### config.mk
export PLATFORM = sky130hd
export DESIGN_NAME = ssp_unit
export DESIGN_NICKNAME = d
export VERILOG_FILES = /design/src/rtl/ssp_pkg.sv /design/src/rtl/ssp_cdecode.sv /design/src/rtl/ssp_fsm.sv /design/src/rtl/ssp_ptr.sv /design/src/rtl/ssp_unit.sv
export SDC_FILE = /design/constraint.sdc
export NUM_CORES = 1
export LEC_CHECK = 0
export ABC_AREA = 1
export ABC_CLOCK_PERIOD_IN_PS = 2300
export BUFFER_PORTS_ARGS = -buffer_cell sky130_fd_sc_hd__buf_4
export CORE_MARGIN = 2
export CORE_UTILIZATION = 49
export CTS_CLUSTER_DIAMETER = 200
export DETAILED_ROUTE_END_ITERATION = 16
export MAX_ROUTING_LAYER = met4
export PLACE_DENSITY = 0.85
export SYNTH_ARGS = -nofsm -noshare
export SYNTH_HDL_FRONTEND = slang
export SYNTH_SLANG_ARGS = --single-unit
export TNS_END_PERCENT = 10
### constraint.sdc
create_clock -name clk -period 2.3 [get_ports clk]
set_clock_uncertainty 0.2 [all_clocks]
set_input_delay 0.115 -clock clk [delete_from_list [all_inputs] [get_ports clk]]
set_output_delay 0.115 -clock clk [all_outputs]
set_load 0.03 [all_outputs]
### src/rtl/ssp_pkg.sv
package ssp_pkg;
  typedef enum logic {
    SS_PUSH   = 1'b0,
    SS_POPCHK = 1'b1
  } ss_op_e;

  localparam int unsigned CAUSE_W     = 6;
  localparam int unsigned SWCHK_CAUSE = 18;
  localparam int unsigned SS_TVAL     = 3;
endpackage

### src/rtl/ssp_cdecode.sv
module ssp_cdecode (
  input  logic [15:0] insn,
  output logic        is_push,
  output logic        is_popchk,
  output logic        is_mop
);
  logic       slot_hit;
  logic [4:0] rd;

  assign rd       = insn[11:7];
  assign slot_hit = (insn[1:0] == 2'b01) && (insn[15:13] == 3'b011) &&
                    !insn[12] && (insn[6:2] == 5'd0) && rd[0];

  assign is_push   = slot_hit && (rd == 5'd1);
  assign is_popchk = slot_hit && (rd == 5'd5);
  assign is_mop    = slot_hit && (rd != 5'd1) && (rd != 5'd5);
endmodule

### src/rtl/ssp_fsm.sv
module ssp_fsm
  import ssp_pkg::*;
(
  input  logic   clk,
  input  logic   rst_n,
  input  logic   start,
  input  ss_op_e op_in,
  input  logic   en,
  input  logic   ptr_wr,
  input  logic   mem_ack,
  input  logic   cmp_ok,
  output logic   busy,
  output logic   accept,
  output logic   commit,
  output ss_op_e op_q,
  output logic   done,
  output logic   fault
);
  typedef enum logic {ST_IDLE, ST_WAIT} st_e;
  st_e  st;
  logic idle, skip;

  assign idle   = (st == ST_IDLE);
  assign accept = idle && start && !ptr_wr && en;
  assign skip   = idle && start && !ptr_wr && !en;
  assign commit = (st == ST_WAIT) && mem_ack;
  assign busy   = (st == ST_WAIT);

  always_ff @(posedge clk or negedge rst_n) begin
    if (!rst_n) begin
      st    <= ST_IDLE;
      op_q  <= SS_PUSH;
      done  <= 1'b0;
      fault <= 1'b0;
    end else begin
      done  <= commit || skip;
      fault <= commit && (op_q == SS_POPCHK) && !cmp_ok;
      if (accept) begin
        st   <= ST_WAIT;
        op_q <= op_in;
      end else if (commit) begin
        st <= ST_IDLE;
      end
    end
  end
endmodule

### src/rtl/ssp_ptr.sv
module ssp_ptr #(
  parameter int XLEN = 32
) (
  input  logic            clk,
  input  logic            rst_n,
  input  logic            load,
  input  logic [XLEN-1:0] load_val,
  input  logic            step_dn,
  input  logic            step_up,
  output logic [XLEN-1:0] ptr,
  output logic [XLEN-1:0] ptr_dn,
  output logic [XLEN-1:0] ptr_up
);
  localparam logic [XLEN-1:0] STEP = XLEN'(XLEN / 8);

  function automatic logic [XLEN-1:0] below(input logic [XLEN-1:0] p);
    return p - STEP;
  endfunction

  function automatic logic [XLEN-1:0] above(input logic [XLEN-1:0] p);
    return p + STEP;
  endfunction

  assign ptr_dn = below(ptr);
  assign ptr_up = above(ptr);

  always_ff @(posedge clk or negedge rst_n) begin
    if (!rst_n)       ptr <= '0;
    else if (load)    ptr <= load_val;
    else if (step_dn) ptr <= ptr_dn;
    else if (step_up) ptr <= ptr_up;
  end
endmodule

### src/rtl/ssp_unit.sv
module ssp_unit
  import ssp_pkg::*;
#(
  parameter int XLEN = 32
) (
  input  logic               clk,
  input  logic               rst_n,
  input  logic               start,
  input  logic               op,
  input  logic               sse_en,
  input  logic [XLEN-1:0]    ra_val,
  input  logic [XLEN-1:0]    t0_val,
  input  logic               ptr_wr,
  input  logic [XLEN-1:0]    ptr_wdata,
  input  logic [15:0]        c_insn,
  output logic               c_push,
  output logic               c_popchk,
  output logic               c_mop,
  output logic [XLEN-1:0]    ssp,
  output logic               busy,
  output logic               done,
  output logic               fault,
  output logic [CAUSE_W-1:0] fault_cause,
  output logic [XLEN-1:0]    fault_tval,
  output logic               mem_req,
  output logic               mem_we,
  output logic [XLEN-1:0]    mem_addr,
  output logic [XLEN-1:0]    mem_wdata,
  input  logic [XLEN-1:0]    mem_rdata,
  input  logic               mem_ack
);
  ss_op_e          op_q;
  logic            ev_accept, ev_commit, ev_match;
  logic            ev_ptr_load, ev_step_dn, ev_step_up;
  logic [XLEN-1:0] data_q, ptr_dn, ptr_up;

  ssp_cdecode cdec_i (
    .insn      (c_insn),
    .is_push   (c_push),
    .is_popchk (c_popchk),
    .is_mop    (c_mop)
  );

  ssp_fsm fsm_i (
    .clk     (clk),
    .rst_n   (rst_n),
    .start   (start),
    .op_in   (ss_op_e'(op)),
    .en      (sse_en),
    .ptr_wr  (ptr_wr),
    .mem_ack (mem_ack),
    .cmp_ok  (ev_match),
    .busy    (busy),
    .accept  (ev_accept),
    .commit  (ev_commit),
    .op_q    (op_q),
    .done    (done),
    .fault   (fault)
  );

  assign ev_match    = (mem_rdata == data_q);
  assign ev_ptr_load = ptr_wr && !busy;
  assign ev_step_dn  = ev_commit && (op_q == SS_PUSH);
  assign ev_step_up  = ev_commit && (op_q == SS_POPCHK) && ev_match;

  ssp_ptr #(.XLEN(XLEN)) ptr_i (
    .clk      (clk),
    .rst_n    (rst_n),
    .load     (ev_ptr_load),
    .load_val (ptr_wdata),
    .step_dn  (ev_step_dn),
    .step_up  (ev_step_up),
    .ptr      (ssp),
    .ptr_dn   (ptr_dn),
    .ptr_up   (ptr_up)
  );

  always_ff @(posedge clk or negedge rst_n) begin
    if (!rst_n)         data_q <= '0;
    else if (ev_accept) data_q <= op ? t0_val : ra_val;
  end

  assign mem_req     = busy;
  assign mem_we      = busy && (op_q == SS_PUSH);
  assign mem_addr    = (op_q == SS_PUSH) ? ptr_dn : ssp;
  assign mem_wdata   = mem_we ? data_q : '0;
  assign fault_cause = fault ? CAUSE_W'(SWCHK_CAUSE) : '0;
  assign fault_tval  = fault ? XLEN'(SS_TVAL) : '0;
endmodule

---- Word level (Yosys, flattened, before mapping) ----
Index checks and enable logic that the tools add are counted.
storage, ports and cells
  output and inout port bits .............. 142
  logic and storage cells ................. 55
  register bits ........................... 68
cells by class
  reductions and logical operators ........ 28
  muxes and demuxes ....................... 10
  $add $sub $neg .......................... 2
  equality and inequality tests ........... 7
  bitwise gates (word level) .............. 2
operator list
  cell                   count
  $mux 32                6
  $add 32x3->32 const B  1
  $eq 32x32->1           1
  $sub 32x3->32 const B  1
  $logic_and 1x1->1      19
  $eq 5x1->1 const B     1
  $eq 5x3->1 const B     1
  $logic_not 1->1        5
  $logic_not 5->1        1
  $mux 5                 1
  $ne 5x1->1 const B     1
  $ne 5x3->1 const B     1
  $eq 3x2->1 const B     1
  $reduce_bool 3->1      1
  $eq 2x1->1 const B     1
  $mux 1                 2
  $mux 2                 1
  $not 1->1              2
  $reduce_bool 2->1      1
  $logic_or 1x1->1       1

---- Depth between registers and ports, before layout ----
  word-level depth ........................ 7
  gate-level depth with buffers ........... 14

---- Modules after synthesis ----
Synthesis repeated with hierarchy kept, for this count alone.
second synthesis, totals
  cells, all modules ...................... 1164
  area, all modules ....................... 6869.1 sq um
modules (own cells, without submodules)
  module       times used  sequential area each (sq um)  area an instance (sq um)  cells an instance
  ssp_ptr      1           800.8                         3783.6                    664
  ssp_unit     1           800.8                         2788.9                    452
  ssp_fsm      1           100.1                         166.4                     18
  ssp_cdecode  1           0.0                           130.1                     30

---- Worst setup path before layout ----
No wires, ideal clock.
  kind .................................... register to output
  start point ............................. reg ptr_i.ptr[2]
  end point ............................... out mem_addr[16]
  required time ........................... 1.985 ns
  path buffers ............................ 0
  setup slack ............................. -0.099 ns
  arrival time ............................ 2.084 ns
  stages on the path, launching flop included .. 8
  path through ............................ dfrtp_1 > inv_1 > ha_1 > inv_1 > nor2_4 > nand2_1 > xor2_1 > o21ai_0
on the way
  word-level cells in the longest chain between the ends .. 2
ends and longest elaborated chain
  element                   RTL line        source
  start: declaration        ssp_ptr.sv:10   output logic [XLEN-1:0] ptr,
  start signal: assignment  ssp_ptr.sv:29   else if (load) ptr <= load_val;
  start signal: assignment  ssp_ptr.sv:30   else if (step_dn) ptr <= ptr_dn;
  start signal: assignment  ssp_ptr.sv:31   else if (step_up) ptr <= ptr_up;
  $sub 32x3->32             ssp_ptr.sv:17   return p - STEP;
  $mux 32                   ssp_unit.sv:85  assign mem_addr = (op_q == SS_PUSH) ? ptr_dn : ssp;
  end: declaration          ssp_unit.sv:27  output logic [XLEN-1:0] mem_addr,
Every way passes these cells.

---- Worst setup path after layout ----
  start point ............................. reg ptr_i.ptr[5]
  end point ............................... out mem_addr[12]
The elaborated chain is that of the path after synthesis.

==> impl_summary.md <==
Outcome
The run finished, with violations left. The final reports fail on setup timing.

Critical path
The critical path goes through buf_6 -> nor2_4 -> nand2_4 -> nor2_4 -> buf_6 -> o211ai_1 -> a31oi_1 -> buf_4. The worst register-to-register path begins at fsm_i.busy. The worst path arrival time is 2.09 ns. The classification of the worst setup path is flop to output pin. On the critical path, the stage with the largest delay is an instance of sky130_fd_sc_hd__dfrtp_2. The type of origin of the critical path is a flop. The worst setup path is captured at an output pin. The delay contributed by the slowest stage of the critical path is 0.46 ns. In this run the worst path has a maximum fanout of 5.

STA puts the critical path data required time at 1.99 ns. In this run the critical register-to-register path is captured at data_q[10]. Measured in cells, the most critical reg-to-reg path has a length of 7. The number of cells on the critical path is 8. Counting both buffers and inverters, the worst setup path holds a total of 3. In this design, the largest share of critical-path delay is due to buffers and inverters. Across all register-to-register paths, the minimum setup slack is 0.09 ns.

Route
The vias per cell is 5.54. The number of remaining DRC errors is 0. In the final routed layout, each cell accounts on average for 17.6 µm. The routed layout has 9227 vias. The total detailed-routing wirelength is 29300 µm. The DRC marker count from the first detailed-route iteration is 1141. Once detail routing completed, the nets flagged for antenna violations numbered 0. The first-pass iteration count of the detailed router is 5.

Logic synthesis
After technology mapping, the gate count stands at 1125. After synthesis, the largest area contributor takes up 25.5% of total cell area. The synthesized netlist contains 37 unique library cells. The average instance in the mapped netlist occupies 5.92 µm². The top flip-flop cell by instance count after synthesis is sky130_fd_sc_hd__dfrtp_1. The synthesized design contains 68 register bits. Yosys attributes the largest share of cell area to sky130_fd_sc_hd__dfrtp_1, sky130_fd_sc_hd__nand2_1, sky130_fd_sc_hd__nor2_1.

Yosys mapped a number of flops with a built-in enable equal to 0. Summed over all instances, the cell type with the most area after synthesis is sky130_fd_sc_hd__dfrtp_1. The cell area that synthesis handed to floorplanning was 0.00666 mm². The number of warnings printed during yosys synthesis is 0. Of all flip-flops after synthesis, the portion carrying an async set or reset was 100%. Among all cell types in the netlist, the one instantiated most often is sky130_fd_sc_hd__nand2_1. After synthesis, the most frequently instantiated cells are sky130_fd_sc_hd__nand2_1, sky130_fd_sc_hd__nor2_1, sky130_fd_sc_hd__nand3_1. The register area share after synthesis is 25.5%.

Placed design
The detailed placement HPWL is 19400 µm. At the end of routability-driven placement, the weighted congestion stood at 1.06. Input and output buffers added on the ports amount to 258.

Pwr
The worst-case IR drop observed on VDD is 0.000451 V. Internal power comes to 4160 µW. For this design the total switching power over the nets is 3920 µW. Dividing total power by cell area gives a power density of 780 mW/mm².

The completed layout was analyzed and its total power is 8070 µW. The clock network burns 17.1% of the power. The combinational cell fraction of total power is 58.9%. The portion of total power attributed to sequential cells is 24.0%. The leakage component of the power is 0.00519 µW.

The switching part of the total power is 48.5%.

Global routing
Entering global routing, the biggest net connects 69 pins. The first global-routing pass estimated 44200 µm of wire. The total congestion overflow is 0. The via count of the first global-routing pass is 8621. The initial antenna violation count was 1. The total global routing track utilization is 40.0%.

Worst hold path
The type of the worst min-delay path is input port to flop. The capture endpoint of the worst hold path is fsm_i.fault. The worst min-delay path startpoint is mem_rdata[26]. The number of cells traversed by the worst hold path is 7.

Timing
The final count of negative-setup-slack endpoints is 5. The number of hold-slack violations in the final timing report was 0. After layout, the worst path uses 105% of the clock period. Hold timing on the final database bottoms out at a slack of 0.122 ns. After layout, the worst setup slack is -0.106 ns. Adding up every negative setup slack in the final design gives -0.174 ns.

For the pin with the worst max-slew slack, the measured transition is 0.957 ns. Derived from the worst setup path, the maximum achievable clock frequency is 416 MHz. Setup repair after global routing could not meet its margin everywhere. The final count of pins violating max slew was 0.

After layout, the minimum clock period comes to 2.41 ns. The tightest slew margin relative to the limit is 36.2%.

Final layout
Cells fill 78.1% of the core in the end. The number of nets in the finished design is 1637. The share of cells above drive strength 1 is 30.2%. From synthesis to final layout, the design area changed by 55.3%.

Floorplan
Measured along the x axis, the die boundary spans 121 µm. The core region is 0.0132 mm². The die covers 0.0145 mm². For this design the top-level I/O count stands at 293.

Once the floorplan was initialized, standard cells occupied 50.3% of the core. The overall die height is 121 µm. The row count is 42.

CTS
The number of clock sinks is 68. The clock-pin slew on the worst setup and hold paths is 0.06 ns. The later pin in the worst-skew pair is clocked with a latency of 0.35 ns. The buffer type at the clock tree root is sky130_fd_sc_hd__clkbuf_16. TritonCTS built the clock tree. The H-tree generated during clock tree synthesis spans 3 levels. The number of buffers created by CTS is 9. The clock passes through at most 2 buffers.

Run
The reported max-cap violation count is 0.
-- worst max path at each step --
| stage | start | to | slack, ns |
|---|---|---|---|
| 2_1_floorplan | ptr_i.ptr[2] | mem_addr[10] | -0.07 |
| 3_3_place_gp | ptr_i.ptr[2] | mem_addr[18] | 0.20 |
| 3_5_place_dp | ptr_i.ptr[2] | mem_addr[18] | 0.11 |
| 4_1_cts | ptr_i.ptr[6] | mem_addr[22] | -0.03 |
| 5_1_grt | ptr_i.ptr[10] | mem_addr[30] | -0.17 |
| 6_report | ptr_i.ptr[5] | mem_addr[12] | -0.11 |
-- cell families (layout without fill, tap and decap cells) --
logic type      after synthesis  count (layout)  synth area share, %
buf+inv                     205             536                 15.0
fa+ha+maj                     2               2                0.376
simple gates                709             709                 44.9
other cells                   1              35               0.0563
compound gates              103             103                 9.26
flops                        68              68                 25.5
xor+xnor                     37              37                 4.86
-- metrics by stage --
step                setup slack [ns]  instances  cell area (µm²)
floorplan                    -0.0682       1158             6790
global placement               0.197       1524             8590
detailed placement             0.114       1524             8590
CTS                          -0.0332       1648             9990
global route                  -0.173       1666            10300
finish                        -0.106       1666            10300
-- worst register-to-register path: stages (launching register included) --
cell                            delay (ns)
sky130_fd_sc_hd__dfrtp_1              0.46
sky130_fd_sc_hd__inv_2                0.12
sky130_fd_sc_hd__nand2_1              0.09
sky130_fd_sc_hd__nor2_1               0.13
sky130_fd_sc_hd__nand2_2              0.08
sky130_fd_sc_hd__buf_6                0.21
sky130_fd_sc_hd__o31ai_1              0.27
sky130_fd_sc_hd__dlygate4sd3_1        0.59
-- layout by cell type, fill, tap and decap left out, types with 9 or more instances in the layout --
master	instances
sky130_fd_sc_hd__nand2_1	340
sky130_fd_sc_hd__nor2_2	20
sky130_fd_sc_hd__nor2_4	15
sky130_fd_sc_hd__xnor2_1	25
sky130_fd_sc_hd__dlygate4sd3_1	100
sky130_fd_sc_hd__buf_4	308
sky130_fd_sc_hd__nor2_1	190
sky130_fd_sc_hd__dfrtp_1	47
sky130_fd_sc_hd__buf_6	9
sky130_fd_sc_hd__inv_1	88
sky130_fd_sc_hd__dfrtp_2	21
sky130_fd_sc_hd__o21ai_0	38
sky130_fd_sc_hd__xor2_1	9
sky130_fd_sc_hd__conb_1	34
sky130_fd_sc_hd__nand2_2	11
sky130_fd_sc_hd__or2_2	14
sky130_fd_sc_hd__o21ai_1	14
sky130_fd_sc_hd__o31ai_1	30
sky130_fd_sc_hd__nand3_1	98
sky130_fd_sc_hd__clkbuf_16	9
-- metal layers --
layer  global-route usage, %  share of wire (%)
met2                    64.4                 47
met3                    7.59                 11
met1                    47.3                 36
met5                       -                  0
met4                    21.6                6.4
-- registers in the layout, summed over array words and instances, names as in the netlist --
name / cells
fsm_i.done: 1
fsm_i.busy: 1
fsm_i.op_q: 1
data_q: 32
fsm_i.fault: 1
ptr_i.ptr: 32
-- power by group through the flow --
| stage | clock, µW | sequential, µW | combinational, µW |
|---|---|---|---|
| finish | 1380 | 1940 | 4760 |
| global route | 1430 | 1960 | 5070 |
| CTS | 1370 | 1880 | 4290 |
| detailed placement | 0 | 1900 | 3910 |
| global placement | 0 | 1890 | 3870 |
| floorplan | 0 | 1960 | 2500 |
-- what timing repair did --
action,CTS,global route
endpoints found under the setup margin,20,87
hold buffers,100,0
buffers inserted,8,17
pin swaps,4,12
hold endpoints to repair,134,0
gates resized for setup,23,69
-- final cells by class --
class                      count  area (µm²)
clock inverter                 5        35.0
multi-input combinational    885        4300
inverter                     102         390
antenna                        1        2.50
sequential                    68        1730
clock buffer                  11         253
timing repair buffer         418        3420
fill                         925        2900
tap                          176         220
Note: power is estimated with default switching activity, not from simulation.
